==> config.mk <==
export PLATFORM = sky130hd
export DESIGN_NAME = kbd_border_port
export DESIGN_NICKNAME = d
export VERILOG_FILES = /design/src/rtl/kbp_pkg.sv /design/src/rtl/kbp_row_scan.sv /design/src/rtl/kbp_tape_sel.sv /design/src/rtl/kbp_out_reg.sv /design/src/rtl/kbd_border_port.sv
export SDC_FILE = /design/constraint.sdc
export NUM_CORES = 1
export LEC_CHECK = 0
export ABC_AREA = 0
export CORE_MARGIN = 10
export CORE_UTILIZATION = 40
export DETAILED_ROUTE_END_ITERATION = 8
export DONT_BUFFER_PORTS = 1
export PLACE_DENSITY_LB_ADDON = 0.25
export SYNTH_ARGS = -nofsm -noshare
export SYNTH_HDL_FRONTEND = slang
export SYNTH_SLANG_ARGS = --single-unit
==> constraint.sdc <==
create_clock -name clk -period 2.3 [get_ports clk]
set_input_delay 0.575 -clock clk [delete_from_list [all_inputs] [get_ports clk]]
set_output_delay 0.575 -clock clk [all_outputs]
set_load 0.005 [all_outputs]
==> src/rtl/kbp_pkg.sv <==
package kbp_pkg;

  // Stored output byte, kept whole; low fields drive outputs
  typedef struct packed {
    logic [2:0] spare;
    logic       ear;
    logic       mic;
    logic [2:0] border;
  } out_byte_t;

  // Tape bit seen on a keyboard read when no tape is loading
  function automatic logic echo_bit(input logic issue2, input logic ear,
                                    input logic mic);
    if (issue2) return ear | mic;
    return ear;
  endfunction

  // Tape bit for any mode; loading takes the live input, inverted
  function automatic logic tape_bit(input logic loading, input logic tin,
                                    input logic issue2, input logic ear,
                                    input logic mic);
    if (loading) return ~tin;
    return echo_bit(issue2, ear, mic);
  endfunction

endpackage

==> src/rtl/kbp_row_scan.sv <==
module kbp_row_scan #(
  parameter int ROWS = 8,
  parameter int COLS = 5
) (
  input  logic [ROWS-1:0]      sel_n,
  input  logic [ROWS*COLS-1:0] rows_n,
  output logic [COLS-1:0]      keys_n
);
  logic [COLS-1:0] acc [ROWS+1];

  assign acc[0] = '1;

  for (genvar g = 0; g < ROWS; g++) begin : g_row
    logic [COLS-1:0] row_v;
    assign row_v      = rows_n[g*COLS +: COLS];
    assign acc[g + 1] = sel_n[g] ? acc[g] : (acc[g] & row_v);
  end

  assign keys_n = acc[ROWS];
endmodule

==> src/rtl/kbp_tape_sel.sv <==
module kbp_tape_sel
  import kbp_pkg::*;
(
  input  logic loading,
  input  logic tin,
  input  logic issue2,
  input  logic ear,
  input  logic mic,
  output logic tbit
);
  always_comb tbit = tape_bit(loading, tin, issue2, ear, mic);
endmodule

==> src/rtl/kbp_out_reg.sv <==
module kbp_out_reg
  import kbp_pkg::*;
(
  input  logic      clk,
  input  logic      rst_n,
  input  logic      wr_en,
  input  logic [7:0] wdata,
  output out_byte_t q
);
  always_ff @(posedge clk or negedge rst_n) begin
    if (!rst_n)     q <= '0;
    else if (wr_en) q <= out_byte_t'(wdata);
  end
endmodule

==> src/rtl/kbd_border_port.sv <==
module kbd_border_port
  import kbp_pkg::*;
#(
  parameter int ADDR_W  = 16,
  parameter int ROWS    = 8,
  parameter int COLS    = 5,
  parameter int JOY_BIT = 5
) (
  input  logic                 clk,
  input  logic                 rst_n,
  input  logic [ADDR_W-1:0]    addr,
  input  logic [7:0]           din,
  output logic [7:0]           dout,
  input  logic                 iorq_n,
  input  logic                 rd_n,
  input  logic                 wr_n,
  input  logic [ROWS*COLS-1:0] key_rows_n,
  input  logic                 tape_in,
  input  logic                 tape_loading,
  input  logic [7:0]           joy_in,
  input  logic                 issue2_mode,
  output logic [2:0]           border,
  output logic                 ear_out,
  output logic                 mic_out,
  output logic [7:0]           out_byte
);
  localparam int ROW_LSB = ADDR_W - ROWS;

  // Named events for the checker
  logic rd_cycle, wr_hit, joy_sel, kbd_sel;
  assign rd_cycle = !iorq_n && !rd_n;
  assign wr_hit   = !iorq_n && !wr_n && !addr[0];
  assign joy_sel  = rd_cycle && !addr[JOY_BIT];
  assign kbd_sel  = rd_cycle && addr[JOY_BIT] && !addr[0];

  // Address bits that play no part in selection
  logic unused_addr_bits;
  assign unused_addr_bits = ^{addr[ROW_LSB-1:JOY_BIT+1], addr[JOY_BIT-1:1]};

  out_byte_t stored;
  kbp_out_reg u_out (
    .clk   (clk),
    .rst_n (rst_n),
    .wr_en (wr_hit),
    .wdata (din),
    .q     (stored)
  );

  logic [COLS-1:0] keys_n;
  kbp_row_scan #(.ROWS(ROWS), .COLS(COLS)) u_scan (
    .sel_n  (addr[ADDR_W-1:ROW_LSB]),
    .rows_n (key_rows_n),
    .keys_n (keys_n)
  );

  logic tbit;
  kbp_tape_sel u_tape (
    .loading (tape_loading),
    .tin     (tape_in),
    .issue2  (issue2_mode),
    .ear     (stored.ear),
    .mic     (stored.mic),
    .tbit    (tbit)
  );

  logic [7:0] kbd_word;
  always_comb begin
    kbd_word       = 8'hFF;
    kbd_word[4:0]  = keys_n;
    kbd_word[6]    = tbit;
  end

  always_comb begin
    if (joy_sel)      dout = joy_in;
    else if (kbd_sel) dout = kbd_word;
    else              dout = 8'hFF;
  end

  assign border   = stored.border;
  assign ear_out  = stored.ear;
  assign mic_out  = stored.mic;
  assign out_byte = stored;
endmodule

==> out/metrics.csv, run 1 <==
stage,metric,value,unit
run_status,status,"complete, no violations",
synth,syn-num-nets,141,
synth,syn_inst,61,
timing,setup_ws,257,ps
die,dieArea,0.00346,sq mm
clocking,cts_sinks,8,
hold_path,hp-class,in -> reg,
routing,wl,2.36,mm
power_and_ir_drop,p_per_area,620,mW/mm^2
finish,largest_register_ffs,8,
clocking,clockBufferDepth,2,
place,hpwl,2.16,mm
setup_path,critical_path.slowest_cell,or4b_1,
timing,fin_tns_setup,0,ps
power_and_ir_drop,leakage,0.193,nW
finish,utilization,0.445,
run,maxCapViolations,0,
synth,seq_area_frac_synth,0.332,
die,core-area,0.00137,sq mm
routing,drc,0,
timing,clock.fmax,0.489,GHz
finish,drive_gt1_frac,0.328,
grt,grt_overflow_total,0,
synth,netlist_area,603,sq um
clocking,clk_latency,250,ps
setup_path,cp_slowest_stage_delay,620,ps
die,io_pins,101,
finish,final_common_cell,o22ai_1,
grt,grt_pass1_wl,3.44,mm
routing,vias,548,
setup_path,cp-start-kind,input port,
routing,drt-initial-drc-count,38,
grt,grt_max_degree,9,
setup_path,path_max_fanout,6,
setup_path,arrival,1470,ps
synth,synth.avg_cell_area,9.89,sq um
clocking,clkTransAtPathRegs,50,ps
clocking,cts_buffers,3,
die,row_count,13,
routing,final_antenna_net_count,0,
die,start_util,0.441,
finish,finalNonFillerCells,73,
setup_path,path_class,in -> out,
timing,slew-limit-headroom,0.619,
power_and_ir_drop,power,0.377,mW
routing,vias_per_cell,7.51,
grt,antenna_found_initial,0,
synth,ys_seq_elements,8,
timing,hold_viol_final,0,
clocking,htreeDepth,1,
setup_path,required,1730,ps
synth,yosysWarnings,0,
setup_path,path_cells,"or4b_1, o22a_1",
finish,area_delta_synth_final,0.830,%
setup_path,crit_path_end_kind,output pin,
timing,min_period,2040,ps
routing,first_pass_iters,6,
finish,largest-register,u_out.q,
clocking,cts_resized,0,
timing,rsz0062_at_grt,false,
grt,grt_pass1_vias,695,
place,gp_routability_congestion,0.729,
setup_path,path_delay_family,simple AND/OR/NAND/NOR gates,
clocking,cts_root_buffer,clkbuf_4,
timing,drv_slew,0,
timing,period_share,0.888,
clocking,cts_tree,built,
die,die_w,58.8,microns
synth,yosysUniqueCellTypes,15,
place,port-buffer-count,0,
routing,route.detailed.wl_per_inst,32.3,microns
power_and_ir_drop,vdd_drop_max,495,uV
timing,setup_viol,0,
finish,layout_common_cells,"o22ai_1 (20), mux2_2 (8), dfrtp_1 (8), nor4_1 (5), o22a_2 (5)",
die,dieHeight,58.8,microns
place,dp_slack,249,ps
finish,largest_registers,u_out.q: 8 flops,
grt,grt_use_total,0.126,
finish,diodes,0,
timing,clock_skew,0,ps
setup_path,cp_num_buf_inv,0,
timing,worst_slew_pin_slew,568,ps
place,place_inst,69,
finish,nets,140,
## power by group
part	internal [mW]	leakage, nW	switching (mW)
Combinational	0.0447	0.0846	0.0282
Sequential	0.168	0.0947	0.0299
Clock	0.0597	0.0138	0.0468
## per-layer routing
metal  track usage  vias to the layer above  routed length (microns)
met2         0.192                       57                     1100
met4        0.0197                        0                        0
met5             0                        -                        0
met3         0.124                        0                      503
met1         0.123                      242                      756
li1              -                      249                        -
## cell usage after synthesis
library cell  number  area [sq um]
o22a_2             5          50.1
a211oi_1           1          7.51
clkbuf_1           1          3.75
buf_4              5          37.5
mux2_2             8          90.1
a21oi_1            1          5.00
nor3_2             1          10.0
o22ai_1           20           125
buf_2              1          5.00
or4b_1             1          10.0
nor4_1             5          31.3
dfrtp_1            8           200
o22a_1             1          8.76
or3_1              1          6.26
or2_2              2          12.5
## stage by stage
| stage | hold WS (ps) | cell area (sq um) |
|---|---|---|
| floorplan | 279 | 603 |
| detailed placement | 280 | 576 |
| CTS | 7.50 | 598 |
| global placement | 280 | 576 |
| global route | 449 | 608 |
| finish | 474 | 608 |
## what timing repair did
action | CTS | global route
hold buffers | 0 | 1
hold endpoints to repair | 0 | 8
buffers inserted | 0 | 0
## final cells by class
cell class | instances | area [sq um]
Clock buffer | 3 | 22.5
Tap cell | 15 | 18.8
Sequential cell | 8 | 200
Fill cell | 124 | 758
Timing Repair Buffer | 1 | 10.0
Multi-Input combinational cell | 46 | 357
## final timing paths
check,cells past startpoint,slack (ps),endpoint,startpoint
worst max-delay path,2,260,dout[6],iorq_n
worst min-delay path,1,470,u_out.q[7]$_DFFE_PN0P_,din[7]
worst max register to register,1,1470,u_out.q[3]$_DFFE_PN0P_,u_out.q[3]$_DFFE_PN0P_
worst min register to register,1,540,u_out.q[5]$_DFFE_PN0P_,u_out.q[5]$_DFFE_PN0P_
max in group asynchronous,1,1380,u_out.q[1]$_DFFE_PN0P_,rst_n
min in group asynchronous,1,670,u_out.q[3]$_DFFE_PN0P_,rst_n
## kinds of logic (layout without fill, tap and decap cells)
family / after synthesis / after routing / synth area share
AO/OA/AOI/OAI: 28 / 28 / 0.326
AND/OR/NAND/NOR: 10 / 10 / 0.116
multiplexers: 8 / 8 / 0.149
flip-flops: 8 / 8 / 0.332
buffers and inverters: 7 / 4 / 0.0768
Power figures use the tool's default switching activity.
==> run 2, diff against run 1 <==
--- a/config.mk
+++ b/config.mk
@@ -13,4 +13,5 @@
 export PLACE_DENSITY_LB_ADDON = 0.25
 export SYNTH_ARGS = -nofsm -noshare
 export SYNTH_HDL_FRONTEND = slang
+export SYNTH_HIERARCHICAL = 1
 export SYNTH_SLANG_ARGS = --single-unit
==> run 2 against run 1 <==
Utilization decreased by 1.2 points. Sequential share of layout area decreased by 3.3 points. Critical endpoint is now dout[1]. Clock-buffer cell count unchanged. Worst setup slack improved by 160 ps. Non-clock buffer count increased by 1. Critical path type unchanged.
==> out/metrics.csv, run 2 <==
stage,metric,value,unit,change
die,die_w,61.1,microns,+3.9%
power_and_ir_drop,power,0.398,mW,+5.5%
timing,rsz0062_at_grt,false,,
timing,min_period,1880,ps,-161 ps
timing,fin_tns_setup,0,ps,unchanged
routing,drc,0,,unchanged
finish,final_common_cell,o22ai_1,,
die,io_pins,101,,unchanged
finish,largest_register_ffs,8,,unchanged
synth,synth.avg_cell_area,9.13,sq um,-7.6%
clocking,clkTransAtPathRegs,50,ps,about the same
setup_path,r2r_slack,1440,ps,-30 ps
routing,wl,2.50,mm,+6.2%
setup_path,cp_slowest_stage_delay,350,ps,-270 ps
finish,area_delta_synth_final,0,%,
timing,drv_slew,0,,unchanged
timing,hold_viol_final,0,,unchanged
clocking,cts_tree,built,,
power_and_ir_drop,power_frac_seq,0.507,,-0.017
finish,largest-register,u_out/q,,
clocking,htreeDepth,1,,unchanged
timing,setup_viol,0,,unchanged
run_status,status,"complete, no violations",,
setup_path,path_cells,"o22ai_1, nor4_1, nor3b_1, o21ai_0",,
synth,synth_top_cells_by_area,"dfrtp_1 (30%), o22ai_1 (19%), mux2_4 (18%), nor3b_1 (6.7%), buf_4 (5.6%)",,
clocking,clk_latency,240,ps,about the same
timing,hold_ws,21.9,ps,-452 ps
setup_path,r2r_cells,1,,unchanged
finish,nets,154,,+10%
setup_path,cp-start-kind,input port,,
finish,finalNonFillerCells,88,,+21%
clocking,cts_sinks,8,,unchanged
setup_path,crit_path_end_kind,output pin,,
routing,vias_per_cell,7.11,,-5.2%
synth,syn_inst,74,,+21%
power_and_ir_drop,clkPwrFrac,0.259,,-0.023
run,maxCapViolations,0,,unchanged
timing,clock_skew,0,ps,unchanged
synth,yosysWarnings,6,,+6
power_and_ir_drop,p_int,0.289,mW,+6.3%
power_and_ir_drop,vdd_drop_max,200,uV,-60%
grt,grt_use_total,0.130,,+0.00378
finish,drive_gt1_frac,0.181,,-0.147
grt,grt_max_degree,15,,+6
synth,synth_top_cell_area_share,0.296,,-0.0357
timing,clock.fmax,0.531,GHz,+8.6%
place,gp_routability_congestion,0.764,,+4.8%
finish,layout_common_cells,"o22ai_1 (20), nor2_1 (9), mux2_4 (8), dfrtp_1 (8), nor3b_1 (6)",,
setup_path,required,1730,ps,about the same
clocking,clockBufferDepth,2,,unchanged
timing,slew-limit-headroom,0.752,,+0.132
clocking,cts_root_buffer,clkbuf_4,,
clocking,hold_buffers,0,,unchanged
synth,ys.flop_type,dfrtp_1,,
timing,period_share,0.818,,-0.0702
clocking,cts_resized,0,,unchanged
die,core-area,0.00156,sq mm,+14%
finish,largest_registers,u_out/q: 8 flops,,
setup_path,arrival,1310,ps,-160 ps
die,dieHeight,61.1,microns,+3.9%
setup_path,critical_path.slowest_cell,nor4_1,,
routing,first_pass_iters,5,,-1
finish,diodes,0,,unchanged
power_and_ir_drop,swShare,0.273,,-0.00497
routing,final_antenna_net_count,0,,unchanged
synth,syn-num-nets,154,,+9.2%
power_and_ir_drop,p_comb_frac,0.234,,+0.041
place,place_inst,84,,+22%
clocking,post_cts_buffers,0,,unchanged
routing,route.detailed.wl_per_inst,28.5,microns,-12%
synth,ys_seq_elements,8,,unchanged
synth,synth_most_common_cell,o22ai_1,,
synth,yosys.area.top_type,dfrtp_1,,
synth,yosysUniqueCellTypes,14,,-1
finish,multi_input_area,415,sq um,+16%
power_and_ir_drop,p_per_area,589,mW/mm^2,-5.0%
grt,grt_pass1_vias,724,,+4.2%
synth,netlist_area,676,sq um,+12%
finish,final-seq-area,200,sq um,unchanged
hold_path,hp-class,in -> async,,
timing,worst_slew_pin_slew,371,ps,-197 ps
power_and_ir_drop,p_switching,0.109,mW,+3.6%
grt,grt_overflow_total,0,,unchanged
setup_path,path_max_fanout,5,,-1
die,row_count,14,,+1
synth,synth-edff-count,0,,unchanged
die,start_util,0.433,,-0.00800
synth,seq_area_frac_synth,0.296,,-0.0357
synth,synthArstFlopShare,1.00,,unchanged
die,dieArea,0.00373,sq mm,+7.9%
synth,synthTopCellsByCount,"o22ai_1 (20), nor2_1 (9), dfrtp_1 (8), mux2_4 (8), nor3b_1 (6)",,
power_and_ir_drop,leakage,0.239,nW,+24%
setup_path,path_class,in -> out,,
grt,antenna_found_initial,0,,unchanged
finish,fill_cells,149,,+20%
place,port-buffer-count,0,,unchanged
grt,grt_pass1_wl,3.71,mm,+8.0%
routing,vias,626,,+14%
finish,utilization,0.433,,-0.0117
clocking,cts_buffers,3,,unchanged
routing,drt-initial-drc-count,45,,+18%
run 2: path summary, 6_finish.rpt:
check | from | end
max in group asynchronous | rst_n | u_out/q[1]$_DFFE_PN0P_
min in group clk | din[1] | u_out/q[1]$_DFFE_PN0P_
setup / recovery | addr[14] | dout[1]
hold reg to reg | u_out/q[5]$_DFFE_PN0P_ | u_out/q[5]$_DFFE_PN0P_
setup reg to reg | u_out/q[4]$_DFFE_PN0P_ | u_out/q[4]$_DFFE_PN0P_
hold / removal | rst_n | u_out/q[0]$_DFFE_PN0P_
run 2: kinds of logic after synthesis:
group,count (synthesis),synth area share
AND/OR/NAND/NOR,23,0.181
flip-flops,8,0.296
buffers and inverters,7,0.0889
multiplexers,8,0.178
AO/OA/AOI/OAI,28,0.256
run 2: power by group through the flow:
stage          registers [mW]  logic, mW  clock network [mW]
3_3_place_gp            0.204     0.0894                   0
4_1_cts                 0.203     0.0911               0.108
3_5_place_dp            0.206     0.0901                   0
5_1_grt                 0.209      0.102               0.116
6_report                0.202     0.0932               0.103
2_1_floorplan           0.192      0.109                   0
run 2: cell type report:
type / instances / share of cell area
Tap cell: 16 / 0.0296
Multi-Input combinational cell: 59 / 0.615
Timing Repair Buffer: 2 / 0.0259
Clock buffer: 3 / 0.0333
Sequential cell: 8 / 0.296
run 2: layer usage:
| metal | wire [microns] | GRT usage |
|---|---|---|
| met5 | 0 | 0 |
| met4 | 26 | 0.0554 |
| met3 | 397 | 0.0823 |
| met2 | 1220 | 0.198 |
| met1 | 863 | 0.141 |
run 2: critical path, delay by kind of cell:
kind	cells	cell delay (ps)
and+or+nand+nor	2	430
AOI/OAI and AO/OA	2	290
run 2: stage by stage:
| stage | setup slack [ps] | cell area, sq um |
|---|---|---|
| floorplan | 583 | 676 |
| global placement | 391 | 643 |
| detailed placement | 380 | 643 |
| CTS | 380 | 666 |
| global route | 257 | 676 |
| finish | 418 | 676 |
